**src/rtl/rxseq_pkg.sv**
```systemverilog
package rxseq_pkg;

  typedef enum logic [1:0] {
    ST_IDLE = 2'd0,
    ST_INIT = 2'd1,
    ST_RECV = 2'd2,
    ST_END  = 2'd3
  } seq_state_e;

  typedef struct packed {
    logic cc2;
    logic dev_busy;
    logic ctl_busy;
    logic auto_mode;
  } seq_status_t;

endpackage

```
**src/rtl/rxseq_delay.sv**
```systemverilog
module rxseq_delay #(
  parameter int CTL_DELAY = 4
) (
  input  logic clk,
  input  logic rst_n,
  input  logic load,
  output logic zero
);
  localparam int CW = (CTL_DELAY < 1) ? 1 : $clog2(CTL_DELAY + 1);

  logic [CW-1:0] cnt;

  always_ff @(posedge clk) begin
    if (!rst_n) begin
      cnt <= '0;
    end else if (load) begin
      cnt <= CW'(CTL_DELAY);
    end else if (cnt != '0) begin
      cnt <= cnt - 1'b1;
    end
  end

  assign zero = (cnt == '0);

endmodule

```
**src/rtl/rxseq_rxbuf.sv**
```systemverilog
module rxseq_rxbuf #(
  parameter int NLINES = 8,
  parameter int CHAR_W = 8,
  parameter int LINE_W = 3
) (
  input  logic              clk,
  input  logic              rst_n,
  input  logic              we,
  input  logic [LINE_W-1:0] wline,
  input  logic [CHAR_W-1:0] wchar,
  input  logic [LINE_W-1:0] rsel,
  output logic [CHAR_W-1:0] rdata
);
  logic [CHAR_W-1:0] slot [NLINES];

  for (genvar g = 0; g < NLINES; g++) begin : g_line
    always_ff @(posedge clk) begin
      if (!rst_n) begin
        slot[g] <= '0;
      end else if (we && (wline == LINE_W'(g))) begin
        slot[g] <= wchar;
      end
    end
  end

  always_comb begin
    rdata = '0;
    for (int i = 0; i < NLINES; i++) begin
      if (rsel == LINE_W'(i)) rdata = slot[i];
    end
  end

endmodule

```
**src/rtl/rxseq_deliver.sv**
```systemverilog
module rxseq_deliver #(
  parameter int CHAR_W = 8,
  parameter int LINE_W = 3
) (
  input  logic              clk,
  input  logic              rst_n,
  input  logic              start,
  input  logic              abort,
  input  logic [CHAR_W-1:0] in_char,
  input  logic [LINE_W-1:0] in_line,
  output logic              wr_valid,
  input  logic              wr_ready,
  output logic [CHAR_W-1:0] wr_byte,
  input  logic              wr_err,
  input  logic              wr_zbc,
  output logic              busy,
  output logic              done,
  output logic              zbc,
  output logic              fail
);
  typedef enum logic [1:0] {D_IDLE, D_CHAR, D_LINE} step_e;

  step_e             step;
  logic [CHAR_W-1:0] cbyte;
  logic [CHAR_W-1:0] lbyte;
  logic              hs;

  assign hs = wr_valid && wr_ready;

  always_ff @(posedge clk) begin
    if (!rst_n) begin
      step  <= D_IDLE;
      cbyte <= '0;
      lbyte <= '0;
    end else if (abort) begin
      step <= D_IDLE;
    end else if (start && step == D_IDLE) begin
      step  <= D_CHAR;
      cbyte <= in_char;
      lbyte <= {{(CHAR_W-LINE_W){1'b0}}, in_line};
    end else if (hs) begin
      if (wr_err)               step <= D_IDLE;
      else if (step == D_CHAR)  step <= D_LINE;
      else                      step <= D_IDLE;
    end
  end

  assign wr_valid = (step != D_IDLE);
  assign busy     = (step != D_IDLE);
  assign wr_byte  = (step == D_CHAR) ? cbyte : lbyte;
  assign done     = hs && !wr_err && (step == D_LINE);
  assign zbc      = done && wr_zbc;
  assign fail     = hs && wr_err;

  AST_WR_HOLD: assert property (@(posedge clk) disable iff (!rst_n)
    (wr_valid && !wr_ready && !abort) |=> (wr_valid && $stable(wr_byte)));

  AST_LINE_FOLLOWS: assert property (@(posedge clk) disable iff (!rst_n)
    (hs && !wr_err && step == D_CHAR && !abort) |=> (wr_valid && wr_byte == $past(lbyte)));

  AST_ERR_DROPS: assert property (@(posedge clk) disable iff (!rst_n)
    (fail && !start) |=> !wr_valid);

endmodule

```
**src/rtl/rxseq_ctl.sv**
```systemverilog
module rxseq_ctl
  import rxseq_pkg::*;
(
  input  logic       clk,
  input  logic       rst_n,
  input  logic       sio,
  input  logic       hio,
  output logic       cmd_valid,
  input  logic       cmd_ready,
  input  logic       cmd_err,
  output logic       end_valid,
  input  logic       end_ready,
  input  logic       end_err,
  input  logic       end_chain,
  input  logic       dly_zero,
  output logic       dly_load,
  input  logic       char_acc,
  output logic       del_start,
  input  logic       del_done,
  input  logic       del_zbc,
  input  logic       del_fail,
  output logic       rint,
  output logic       uend,
  output seq_state_e state
);
  logic cmd_hs;
  logic end_hs;

  assign cmd_valid = (state == ST_INIT) && dly_zero && !hio;
  assign end_valid = (state == ST_END)  && dly_zero && !hio;
  assign cmd_hs    = cmd_valid && cmd_ready;
  assign end_hs    = end_valid && end_ready;

  always_ff @(posedge clk) begin
    if (!rst_n) begin
      state <= ST_IDLE;
      rint  <= 1'b0;
    end else if (hio) begin
      state <= ST_IDLE;
      rint  <= 1'b0;
    end else begin
      case (state)
        ST_IDLE: if (sio) state <= ST_INIT;
        ST_INIT: if (cmd_hs) state <= cmd_err ? ST_IDLE : ST_RECV;
        ST_RECV: begin
          if (del_fail) begin
            state <= ST_IDLE;
          end else if (del_done) begin
            rint <= 1'b1;
            if (del_zbc) state <= ST_END;
          end
        end
        ST_END: begin
          if (end_hs) begin
            if (end_err)        state <= ST_IDLE;
            else if (end_chain) state <= ST_INIT;
            else                state <= ST_IDLE;
          end
        end
        default: state <= ST_IDLE;
      endcase
    end
  end

  assign dly_load = !hio && (((state == ST_IDLE) && sio) ||
                             ((state == ST_RECV) && del_done && del_zbc) ||
                             (end_hs && !end_err && end_chain));

  assign uend = !hio && ((cmd_hs && cmd_err) ||
                         ((state == ST_RECV) && del_fail) ||
                         (end_hs && end_err));

  assign del_start = char_acc && (state == ST_RECV) && !hio;

  AST_SIO_START: assert property (@(posedge clk) disable iff (!rst_n)
    (state == ST_IDLE && sio && !hio) |=> (state == ST_INIT));

  AST_SIO_IGNORED: assert property (@(posedge clk) disable iff (!rst_n)
    (state != ST_IDLE && sio && !hio && !cmd_hs && !end_hs && !del_done && !del_fail)
      |=> (state == $past(state)));

  AST_HALT_IDLE: assert property (@(posedge clk) disable iff (!rst_n)
    hio |=> (state == ST_IDLE && !rint));

  AST_FAIL_NO_RINT: assert property (@(posedge clk) disable iff (!rst_n)
    (del_fail && !rint && !hio) |=> (!rint && state == ST_IDLE));

  AST_ZBC_END: assert property (@(posedge clk) disable iff (!rst_n)
    (state == ST_RECV && del_zbc && !hio) |=> (state == ST_END));

  AST_CHAIN_INIT: assert property (@(posedge clk) disable iff (!rst_n)
    (end_hs && !end_err && end_chain && !hio) |=> (state == ST_INIT));

endmodule

```
**src/rtl/rx_chan_seq.sv**
```systemverilog
module rx_chan_seq
  import rxseq_pkg::*;
#(
  parameter int NLINES    = 8,
  parameter int CHAR_W    = 8,
  parameter int CTL_DELAY = 4,
  localparam int LINE_W   = (NLINES < 2) ? 1 : $clog2(NLINES)
) (
  input  logic              clk,
  input  logic              rst_n,
  input  logic              sio_req,
  input  logic              hio_req,
  output logic              cmd_valid,
  input  logic              cmd_ready,
  input  logic              cmd_err,
  input  logic              rx_valid,
  output logic              rx_ready,
  input  logic [CHAR_W-1:0] rx_char,
  input  logic [LINE_W-1:0] rx_line,
  output logic              wr_valid,
  input  logic              wr_ready,
  output logic [CHAR_W-1:0] wr_byte,
  input  logic              wr_err,
  input  logic              wr_zbc,
  output logic              end_valid,
  input  logic              end_ready,
  input  logic              end_err,
  input  logic              end_chain,
  output logic              rint_o,
  output logic              xint_clr_o,
  output logic              uend_o,
  output logic [3:0]        status_o,
  output logic [1:0]        state_o,
  input  logic [LINE_W-1:0] rbuf_sel,
  output logic [CHAR_W-1:0] rbuf_data
);
  seq_state_e  state;
  seq_status_t stat;
  logic dly_zero, dly_load;
  logic char_acc, del_start, del_busy, del_done, del_zbc, del_fail;

  assign rx_ready = !del_busy;
  assign char_acc = rx_valid && rx_ready;

  rxseq_delay #(.CTL_DELAY(CTL_DELAY)) u_delay (
    .clk(clk), .rst_n(rst_n), .load(dly_load), .zero(dly_zero)
  );

  rxseq_rxbuf #(.NLINES(NLINES), .CHAR_W(CHAR_W), .LINE_W(LINE_W)) u_rxbuf (
    .clk(clk), .rst_n(rst_n), .we(char_acc), .wline(rx_line), .wchar(rx_char),
    .rsel(rbuf_sel), .rdata(rbuf_data)
  );

  rxseq_deliver #(.CHAR_W(CHAR_W), .LINE_W(LINE_W)) u_deliver (
    .clk(clk), .rst_n(rst_n), .start(del_start), .abort(hio_req),
    .in_char(rx_char), .in_line(rx_line),
    .wr_valid(wr_valid), .wr_ready(wr_ready), .wr_byte(wr_byte),
    .wr_err(wr_err), .wr_zbc(wr_zbc),
    .busy(del_busy), .done(del_done), .zbc(del_zbc), .fail(del_fail)
  );

  rxseq_ctl u_ctl (
    .clk(clk), .rst_n(rst_n), .sio(sio_req), .hio(hio_req),
    .cmd_valid(cmd_valid), .cmd_ready(cmd_ready), .cmd_err(cmd_err),
    .end_valid(end_valid), .end_ready(end_ready), .end_err(end_err), .end_chain(end_chain),
    .dly_zero(dly_zero), .dly_load(dly_load),
    .char_acc(char_acc), .del_start(del_start),
    .del_done(del_done), .del_zbc(del_zbc), .del_fail(del_fail),
    .rint(rint_o), .uend(uend_o), .state(state)
  );

  always_comb begin
    stat.auto_mode = 1'b1;
    stat.ctl_busy  = (state != ST_IDLE);
    stat.dev_busy  = (state != ST_IDLE);
    stat.cc2       = (state != ST_IDLE);
  end

  assign status_o   = stat;
  assign state_o    = state;
  assign xint_clr_o = hio_req;

  AST_WR_IN_RECV: assert property (@(posedge clk) disable iff (!rst_n)
    wr_valid |-> (state == ST_RECV));

  AST_NO_WR_OUTSIDE: assert property (@(posedge clk) disable iff (!rst_n)
    (char_acc && state != ST_RECV && !wr_valid) |=> !wr_valid);

endmodule

```
**config.mk**
```make
export PLATFORM = sky130hd
export DESIGN_NAME = rx_chan_seq
export DESIGN_NICKNAME = d
export VERILOG_FILES = /design/src/rtl/rxseq_pkg.sv /design/src/rtl/rxseq_delay.sv /design/src/rtl/rxseq_rxbuf.sv /design/src/rtl/rxseq_deliver.sv /design/src/rtl/rxseq_ctl.sv /design/src/rtl/rx_chan_seq.sv
export SDC_FILE = /design/constraint.sdc
export NUM_CORES = 1
export LEC_CHECK = 0
export BUFFER_PORTS_ARGS = -buffer_cell sky130_fd_sc_hd__buf_2
export CAP_MARGIN = 20
export CELL_PAD_IN_SITES_DETAIL_PLACEMENT = 0
export CELL_PAD_IN_SITES_GLOBAL_PLACEMENT = 1
export CORE_ASPECT_RATIO = 1.5
export CORE_MARGIN = 5
export CORE_UTILIZATION = 50
export DETAILED_ROUTE_END_ITERATION = 6
export GPL_ROUTABILITY_DRIVEN = 0
export HOLD_SLACK_MARGIN = 0.08
export PLACE_DENSITY_LB_ADDON = 0.1
export RECOVER_POWER = 100
export REMOVE_ABC_BUFFERS = 1
export SLEW_MARGIN = 0
export SYNTH_ARGS = -nofsm -noshare
export SYNTH_HDL_FRONTEND = slang
export SYNTH_HIERARCHICAL = 1
export SYNTH_SLANG_ARGS = --single-unit
```
**constraint.sdc**
```tcl
create_clock -name clk -period 4.5 [get_ports clk]
set_input_delay 0.225 -clock clk [delete_from_list [all_inputs] [get_ports clk]]
set_output_delay 0.225 -clock clk [all_outputs]
set_load 0.03 [all_outputs]
```
==> results of run 1 <==
## power groups by stage
stage          clock network (mW)  logic [mW]  registers (mW)
2_1_floorplan                   0       0.160           0.901
3_3_place_gp                    0       0.239           0.907
3_5_place_dp                    0       0.247           0.909
4_1_cts                     0.662       0.248           0.893
5_1_grt                     0.697       0.263           0.896
6_report                    0.650       0.239           0.893
## worst max-delay path by stage
stage	from	endpoint	slack, ns	cells after the start
floorplan	u_deliver/step[1]	u_rxbuf/slot[0][0]	2.28	4
global placement	rx_line[0]	u_rxbuf/slot[1][14]	1.91	3
detailed placement	rx_line[1]	u_rxbuf/slot[0][18]	1.96	3
CTS	u_deliver/step[1]	u_rxbuf/slot[0][23]	1.95	4
global route	u_deliver/step[1]	u_deliver/lbyte[1]	1.34	5
finish	u_deliver/step[1]	u_deliver/cbyte[7]	1.68	5
## cells by family (layout without fill, tap and decap cells)
group / Yosys count / count (layout) / share of synthesized area
muxes: 39 / 39 / 0.161
adders and majority gates: 3 / 3 / 0.00911
AOI/OAI and AO/OA: 20 / 20 / 0.0325
buffers and inverters: 45 / 93 / 0.0543
and+or+nand+nor: 136 / 136 / 0.182
DFF: 83 / 83 / 0.558
other: 1 / 1 / 0.000910
xor gates and xnor gates: 1 / 1 / 0.00212
## flip-flops by register name (all words and copies together), names as in the netlist
signal,cells
u_rxbuf/slot,64
u_delay/cnt,3
u_deliver/step,2
u_deliver/lbyte,3
u_deliver/cbyte,8
u_ctl/state,2
u_ctl/rint,1
## per-layer routing
layer,track usage,share of wire,vias up
met2,0.315,0.51,69
li1,-,-,1319
met1,0.230,0.43,1285
met5,0,0,-
met4,0.0785,0.019,0
met3,0.0285,0.040,14
## worst max-delay path, cell delays in order, from the launching register on
cell and delay, ns:
dfxtp_1 0.35, or2_2 0.34, nor2b_1 0.28, and3_1 0.23, nor4b_2 1.24, mux2i_1 0.20
## per-stage QoR
stage	setup slack (ns)	instance area, µm²	util	hold slack, ns
final	1.68	4610	0.572	0.155
after floorplan	2.28	3950	-	0.342
after global placement	1.91	4350	0.540	0.438
after CTS	1.95	4660	0.578	0.143
after detailed placement	1.96	4400	0.546	0.446
after global routing	1.34	4610	0.572	0.160
## cell type report
class	count	area [µm²]	area share
repair buffers	63	277	0.0600
multi-input cells	200	1580	0.344
clock buffers	10	229	0.0497
inverters	14	52.6	0.0114
clock inverters	6	32.5	0.00706
flip-flops and latches	83	2300	0.500
well taps	105	131	0.0285
## cells in the final DEF, fill, tap and decap left out, types with 4 or more instances in the layout
cell type / synthesis / final
and2_0: 0 / 6
buf_2: 4 / 32
clkbuf_1: 17 / 32
clkbuf_16: 0 / 9
dfxtp_1: 19 / 19
edfxtp_1: 64 / 64
inv_1: 14 / 14
mux2_2: 11 / 11
mux2i_1: 11 / 11
mux4_1: 15 / 15
nand2_1: 25 / 25
nand2b_1: 10 / 10
nor2_1: 6 / 6
nor2b_1: 4 / 4
nor3_1: 49 / 49
nor4_1: 16 / 16
o21ai_0: 8 / 8
==> out/qor.txt, run 1 <==
Outcome: complete, but fails checks
Failing checks: max-capacitance violations, max-slew violations
Die H: 121 µm
Layout cell share with drive strength beyond 1: 0.165
Vias in the first global route: 2721
Rel. slew slack: -0.0543
RSZ-0062 raised after global routing: no
Post-Syn Area: 4120 µm²
CTS tree: done
Final Hold Viols: 0
Setup violators final: 0
WS Path Type: register to register
Hold endpoint: u_deliver/cbyte[6]
Area of the die: 10200 µm²
Reg2reg end: u_deliver/cbyte[7]
FF+latch count, synth: 83
Die width: 84.1 µm
Max Transition Viols Final: 12
Top-count cell post-synth: edfxtp_1
Core ar.: 8060 µm²
Top post-synthesis cells by area: edfxtp_1, mux4_1, dfxtp_1, nor3_1, mux2_2
R2r startpoint: u_deliver/step[1]
Cell Pwr Density: 387 nW/µm²
# resized after CTS: 0
Arrival @ worst endpoint: 2.97 ns
H-tree depth: 3
Max Cap Violations: 1
Post-Synthesis Cells: 328
Post-route minimum period: 2.82 ns
Std cell rows: 40
Clk_lat worst skew: 0.33 ns
CP max FO: 11
Final period util: 0.626
Largest net degree at the start of global routing: 37
Setup crit start kind: register
Clk sinks: 83
Hold path start: rx_char[6]
FFs w/ async S/R, synth: 0
Sequential power share: 0.501
Area leader, netlist: edfxtp_1
First-pass GRT wire length: 14400 µm
EDFF count, synth: 64
Total grt overflow: 0
DRC errors left: 0
Synth unique cells: 48
Post-route ant nets: 0
Post-Syn Area per Cell: 12.6 µm²
All-Layer GR Usage: 0.184
Post-route clock skew: 0.00520 ns
Register-to-register setup slack: 1.68 ns
Placed cells: 461
TritonRoute pass-1 iters: 4
HPWL after DPL: 6290 µm
Worst hold path type: primary input to register
Synthesis Warnings: 6
Hold_buf cts: 0
Fillers: 718
DR vias/cell: 5.59
FMAX: 355 MHz
Logic pwr share: 0.134
Clock slew at reported path FFs: 0.06 ns
Sw frac: 0.253
CP endpoint kind: register
P_int: 1.33 mW
Reg2Reg Depth: 5
Final std cells w/o fill: 481
Fin nets: 401
Clock share of power: 0.365
CTS root buffer: clkbuf_16
Main synth FF type: edfxtp_1
Area Overhead vs Synth: 11.7%
Worst-Margin Slew: 1.58 ns
Clock Path Buffers: 2
Routed wire length: 9050 µm
Hold depth: 3
Setup TNS: 0 ns
Num CTS Buffers: 9
Drt wl/cell: 18.8 µm
Worst IR drop on VDD: 173 µV
Synth top area share: 0.466
Tot Pwr: 1.78 mW
Pleak: 1.61 nW
Psw: 0.451 mW
I/O pin total: 56
Initial antenna violation count: 0
Via count: 2687
Initial Utilization: 0.512
Top cells by count, synth: edfxtp_1, nor3_1, nand2_1
Critical Path RT: 4.65 ns
Setup Buffers After CTS: 0
Diode count: 0
I/O Buffers: 54
1st-iter DRT viols: 220
Seq/Total Area, Yosys: 0.558
Power figures use the tool's default switching activity.
==> run 2, diff against run 1 <==
--- a/config.mk
+++ b/config.mk
@@ -11,7 +11,7 @@
 export CELL_PAD_IN_SITES_GLOBAL_PLACEMENT = 1
 export CORE_ASPECT_RATIO = 1.5
 export CORE_MARGIN = 5
-export CORE_UTILIZATION = 50
+export CORE_UTILIZATION = 46
 export DETAILED_ROUTE_END_ITERATION = 6
 export GPL_ROUTABILITY_DRIVEN = 0
 export HOLD_SLACK_MARGIN = 0.08
==> constraint.sdc (replaced) <==
create_clock -name clk -period 2.9 [get_ports clk]
set_input_delay 0.145 -clock clk [delete_from_list [all_inputs] [get_ports clk]]
set_output_delay 0.145 -clock clk [all_outputs]
set_load 0.03 [all_outputs]
==> run 2 against run 1 <==
  * Clock skew about the same
  * Wire length decreased by 2.7%
  * Global-route usage fell by 1.5 points
  * Count of clock-buffer cells in the layout shrank 1
  * Combinational power grew 60%
  * Critical path depth rose by 1
  * Cell count grew 3.1%
  * Hold slack lost 0.057 ns
  * Via count grew 0.82%
  * The run now ends clean
  * Register-to-register slack worse by 1.2 ns
  * Worst setup slack worse by 1.2 ns
  * Sequential share of layout area shrank 1.5 points
  * Largest cell class unchanged
==> out/qor.txt, run 2 (synthesis results as in run 1) <==
I/O pin total: 56
FMAX: 414 MHz
Clock slew at reported path FFs: 0.06 ns
Core ar.: 8780 µm²
Num CTS Buffers: 9
Final Hold Viols: 0
All-Layer GR Usage: 0.169
Layout cell share with drive strength beyond 1: 0.179
Die width: 87.3 µm
Clk_lat worst skew: 0.33 ns
Tot Pwr: 2.90 mW
Cell Pwr Density: 612 nW/µm²
CTS tree: done
Total grt overflow: 0
Max FFs per register: 64
Worst-Margin Slew: 0.711 ns
Post-route ant nets: 0
H-tree depth: 3
Regs by FF count: u_rxbuf/slot x64, u_deliver/cbyte x8
Outcome: finished clean
1st-iter DRT viols: 120
Initial Utilization: 0.470
WS Path Type: register to register
Arrival @ worst endpoint: 2.67 ns
Hold_ws: 0.0982 ns
CP endpoint kind: register
Post-route clock skew: 0.00528 ns
Fillers: 799
Max Transition Viols Final: 0
Pleak: 1.67 nW
Via count: 2709
CP max FO: 7
I/O Buffers: 54
CP max-delay cell: nor4b_4
Setup TNS: 0 ns
Setup violators final: 0
HPWL after DPL: 6080 µm
Critical Path RT: 3.16 ns
Area Overhead vs Synth: 15.1%
Die H: 126 µm
Finished Cell Area: 4750 µm²
Worst hold path type: primary input to register
DRC errors left: 0
Std cell rows: 42
Initial antenna violation count: 0
RSZ-0062 raised after global routing: no
Vias in the first global route: 2843
Diode count: 0
Routed wire length: 8810 µm
Clock Path Buffers: 2
Rel. slew slack: 0.526
# resized after CTS: 0
First-pass GRT wire length: 14300 µm
Drt wl/cell: 17.8 µm
Area of the die: 11000 µm²
Max incr delay on CP: 0.48 ns
Critical path cell sequence: or2_2 > nor2b_1 > and3_1 > nor4b_4 > clkbuf_1 > mux2i_1
Final period util: 0.834
Post-route minimum period: 2.42 ns
Commonest non-fill, non-tap cell in the layout: edfxtp_1
DP Area: 4460 µm²
CTS root buffer: clkbuf_16
TritonRoute pass-1 iters: 4
Max Cap Violations: 0
Setup crit start kind: register
Clk sinks: 83
Worst IR drop on VDD: 357 µV
Commonest cells after routing, fill and taps aside: edfxtp_1, nor3_1, buf_2, clkbuf_1, nand2_1
DR vias/cell: 5.46
Fin nets: 411
Largest net degree at the start of global routing: 37
Biggest register: u_rxbuf/slot
run 2: stage by stage:
| stage | setup slack [ns] | instances | util |
|---|---|---|---|
| floorplan | 0.679 | 297 | - |
| finish | 0.482 | 496 | 0.541 |
| CTS | 0.586 | 496 | 0.549 |
| detailed placement | 0.598 | 474 | 0.508 |
| global route | 0.273 | 496 | 0.541 |
| global placement | 0.745 | 474 | 0.508 |
run 2: cell type report:
cell class | count | area [µm²] | area share
clock buffer | 9 | 225 | 0.0475
tap | 110 | 138 | 0.0290
timing repair buffer | 73 | 362 | 0.0762
clock inverter | 7 | 75.1 | 0.0158
sequential | 83 | 2300 | 0.485
inverter | 14 | 52.6 | 0.0111
multi-input combinational | 200 | 1590 | 0.335
run 2: layer usage:
| layer | up-vias | GRT usage | routed length [µm] |
|---|---|---|---|
| met4 | 0 | 0.0678 | 204 |
| met3 | 15 | 0.0431 | 348 |
| met2 | 65 | 0.298 | 4790 |
| met1 | 1286 | 0.191 | 3470 |
| met5 | - | 0 | 0 |
| li1 | 1343 | - | - |
run 2: timing repair:
item | CTS | global route
hold buffers | 6 | 0
buffers inserted | 0 | 0
endpoints found under the hold margin | 6 | 0
run 2: path summary, 6_finish.rpt:
kind                      start                  to  cells past startpoint  slack (ns)
max           u_deliver/step[1]  u_deliver/cbyte[1]                      6        0.48
min                  rx_char[2]  u_deliver/cbyte[2]                      3         0.1
max reg2reg   u_deliver/step[1]  u_deliver/cbyte[1]                      6        0.48
min reg2reg  u_deliver/cbyte[3]  u_deliver/cbyte[3]                      2        0.45
run 2: report_power, final:
group          total [mW]  leakage (nW)  internal, mW  switching [mW]
registers            1.38         0.772          1.36          0.0223
clock network        1.14         0.138         0.671           0.470
logic               0.382         0.758         0.145           0.237
total                2.90          1.67          2.17           0.729
run 2: critical path, delay by kind of cell (launching register included):
kind | cells | cell delay (ns)
DFF | 1 | 0.37
buffers and inverters | 1 | 0.41
muxes | 1 | 0.25
and+or+nand+nor | 4 | 1.32
==> run 3, diff against run 2 <==
--- a/config.mk
+++ b/config.mk
@@ -5,13 +5,14 @@
 export SDC_FILE = /design/constraint.sdc
 export NUM_CORES = 1
 export LEC_CHECK = 0
+export ABC_AREA = 1
 export BUFFER_PORTS_ARGS = -buffer_cell sky130_fd_sc_hd__buf_2
 export CAP_MARGIN = 20
 export CELL_PAD_IN_SITES_DETAIL_PLACEMENT = 0
 export CELL_PAD_IN_SITES_GLOBAL_PLACEMENT = 1
 export CORE_ASPECT_RATIO = 1.5
 export CORE_MARGIN = 5
-export CORE_UTILIZATION = 46
+export CORE_UTILIZATION = 44
 export DETAILED_ROUTE_END_ITERATION = 6
 export GPL_ROUTABILITY_DRIVEN = 0
 export HOLD_SLACK_MARGIN = 0.08
==> constraint.sdc (replaced) <==
create_clock -name clk -period 2.25 [get_ports clk]
set_input_delay 0.1125 -clock clk [delete_from_list [all_inputs] [get_ports clk]]
set_output_delay 0.1125 -clock clk [all_outputs]
set_load 0.03 [all_outputs]
==> run 3 against run 2 <==
  * Utilization decreased by 3.2 points
  * Sequential share of layout area decreased by 1.5 points
  * Sequential power up 29%
  * Non-clock buffer count shrank 13
  * Final area up 3.2%
  * Area after synthesis grew 4.2%
  * Clock skew rose by 0.0014 ns
  * Die area up 8.1%
  * Register-to-register slack got worse by 0.18 ns
  * Critical path depth increased by 4
  * Via count up 27%
  * Critical path type is now register to output port
  * Critical endpoint is now uend_o
==> out/qor.txt, run 3 <==
I/O pin total: 56
Top cells by count, synth: nor2_1, nand2_1, inv_1
Fin nets: 583
FF+latch count, synth: 83
Max incr delay on CP: 0.31 ns
Clock slew at reported path FFs: 0.06 ns
First-pass GRT wire length: 16700 µm
Outcome: finished clean
Final period util: 0.885
Die H: 131 µm
CTS root buffer: clkbuf_16
FFs w/ async S/R, synth: 0
Area of the die: 11900 µm²
Post-Synthesis Cells: 502
Rel. slew slack: 0.574
Max Cap Violations: 0
Via count: 3440
Num CTS Buffers: 9
Final setup margin: 0.259 ns
Biggest register: u_rxbuf/slot
CP endpoint kind: output port
Worst-Margin Slew: 0.635 ns
Setup crit start kind: register
Setup TNS: 0 ns
R2r startpoint: u_deliver/step[1]
Top post-synthesis cells by area: edfxtp_1, nor2_1, dfxtp_1, nand2_1, nand4_1
Setup Buffers After CTS: 0
Worst IR drop on VDD: 459 µV
Seq/Total Area, Yosys: 0.536
Die width: 90.7 µm
Setup violators final: 0
Critical path cell sequence: inv_1 > ha_1 > ha_2 > nand2_1 > nor2_1 > nand3_1 > nand3_1 > nand2_1 > inv_1 > clkbuf_2
Clk sinks: 83
Worst setup path endpoint: uend_o
Drt wl/cell: 15.6 µm
H-tree depth: 3
Worst Path Buf+Inv: 3
Initial antenna violation count: 0
FMAX: 502 MHz
Initial Utilization: 0.446
Crit. path cell count: 10
Max Transition Viols Final: 0
HPWL after DPL: 7760 µm
Pleak: 2.08 nW
Cell Pwr Density: 810 nW/µm²
Regs by FF count: u_rxbuf/slot x64, u_deliver/cbyte x8
Clk_lat worst skew: 0.34 ns
CTS tree: done
1st-iter DRT viols: 204
Total grt overflow: 0
Main synth FF type: edfxtp_1
Post-Syn Area: 4300 µm²
Std cell rows: 44
Clock Path Buffers: 2
Worst hold path type: primary input to register
Reg2Reg Depth: 7
All-Layer GR Usage: 0.183
Post-Syn Area per Cell: 8.56 µm²
Diode count: 0
DR vias/cell: 5.11
Reg2reg end: u_rxbuf/slot[1][14]
Area leader, netlist: edfxtp_1
DRC errors left: 0
CP max-delay cell: dfxtp_1
TritonRoute pass-1 iters: 6
Max FFs per register: 64
Synth unique cells: 30
Area Overhead vs Synth: 14.0%
Synth top area share: 0.447
WS Path Type: register to output port
Layout cell share with drive strength beyond 1: 0.120
RSZ-0062 raised after global routing: no
Synthesis Warnings: 6
Largest net degree at the start of global routing: 36
Arrival @ worst endpoint: 1.88 ns
Place WS: 0.293 ns
Routed wire length: 10500 µm
I/O Buffers: 54
Top-count cell post-synth: nor2_1
Kind of cell adding the most delay to the critical path: simple AND/OR/NAND/NOR gates
Register-to-register setup slack: 0.30 ns
CP max FO: 7
Core ar.: 9630 µm²
Post-route clock skew: 0.00672 ns
Critical Path RT: 2.14 ns
Post-route minimum period: 1.99 ns
CP startpoint: u_delay/cnt[0]
Final Hold Viols: 0
Post-route ant nets: 0
Commonest cells after routing, fill and taps aside: nor2_1, nand2_1, inv_1, edfxtp_1, nand4_1
Vias in the first global route: 3325
Commonest non-fill, non-tap cell in the layout: nor2_1
EDFF count, synth: 64
[run 3: changes by cell type in the layout (fill, tap and decap cells not counted), sizes merged, moves of 24 or more]
cell,delta
nand3,+24
nand2,+67
nor3,-45
nor2,+111
inv,+74
nand4,+53
[run 3: kinds of logic after synthesis]
logic type,after synthesis,synth area share
AO/OA/AOI/OAI,16,0.0215
adder cells (fa/ha/maj),3,0.00873
buffers and inverters,106,0.109
flip-flops,83,0.536
other,1,0.000873
AND/OR/NAND/NOR,293,0.324
[run 3: area by class of cell]
| cell class | instances | area, µm² |
|---|---|---|
| clock inverters | 7 | 128 |
| repair buffers | 60 | 284 |
| flip-flops and latches | 83 | 2300 |
| well taps | 115 | 144 |
| fillers | 931 | 4740 |
| inverters | 86 | 335 |
| clock buffers | 9 | 225 |
| multi-input cells | 313 | 1480 |
[run 3: how the worst min path moves through the flow]
stage               depth (start not counted)  slack [ns]                  to  startpoint
finish                                      5        0.12  u_deliver/cbyte[0]  rx_char[0]
global route                                5        0.16  u_deliver/cbyte[0]  rx_char[0]
CTS                                         5        0.11  u_deliver/cbyte[0]  rx_char[0]
detailed placement                          3        0.43   u_deliver/step[1]    wr_ready
global placement                            3        0.41   u_deliver/step[1]    wr_ready
floorplan                                   2        0.22      u_delay/cnt[2]       rst_n
[run 3: stage by stage]
| stage | area [µm²] | total power [mW] | instances | util | hold WS (ns) |
|---|---|---|---|---|---|
| after floorplan | 4170 | 2.10 | 482 | - | 0.225 |
| after global placement | 4610 | 2.28 | 655 | 0.478 | 0.414 |
| after detailed placement | 4610 | 2.29 | 655 | 0.478 | 0.430 |
| after CTS | 4980 | 4.02 | 673 | 0.517 | 0.107 |
| after global routing | 4900 | 4.14 | 673 | 0.508 | 0.162 |
| final | 4900 | 3.97 | 673 | 0.508 | 0.115 |
[run 3: metal layers]
| metal | track usage | routed length [µm] |
|---|---|---|
| met1 | 0.200 | 4150 |
| met2 | 0.338 | 5590 |
| met3 | 0.0326 | 439 |
| met4 | 0.0938 | 322 |
| met5 | 0 | 0 |
[run 3: worst min-delay path, stage by stage]
cell and delay (ns):
buf_2 0.09, inv_1 0.03, nand4_1 0.07, nand2_1 0.04, nor2_1 0.07
[run 3: where the power goes]
group          total (mW)  switching (mW)  internal, mW
registers            1.78          0.0361          1.74
logic               0.462           0.335         0.126
clock network        1.73           0.622          1.10
total                3.97           0.993          2.98
[run 3: timing repair]
item | in CTS | in global routing
endpoints found under the hold margin | 1 | 0
hold buffers | 2 | 0
gates resized for setup | 0 | 1
setup endpoints to repair | 0 | 1
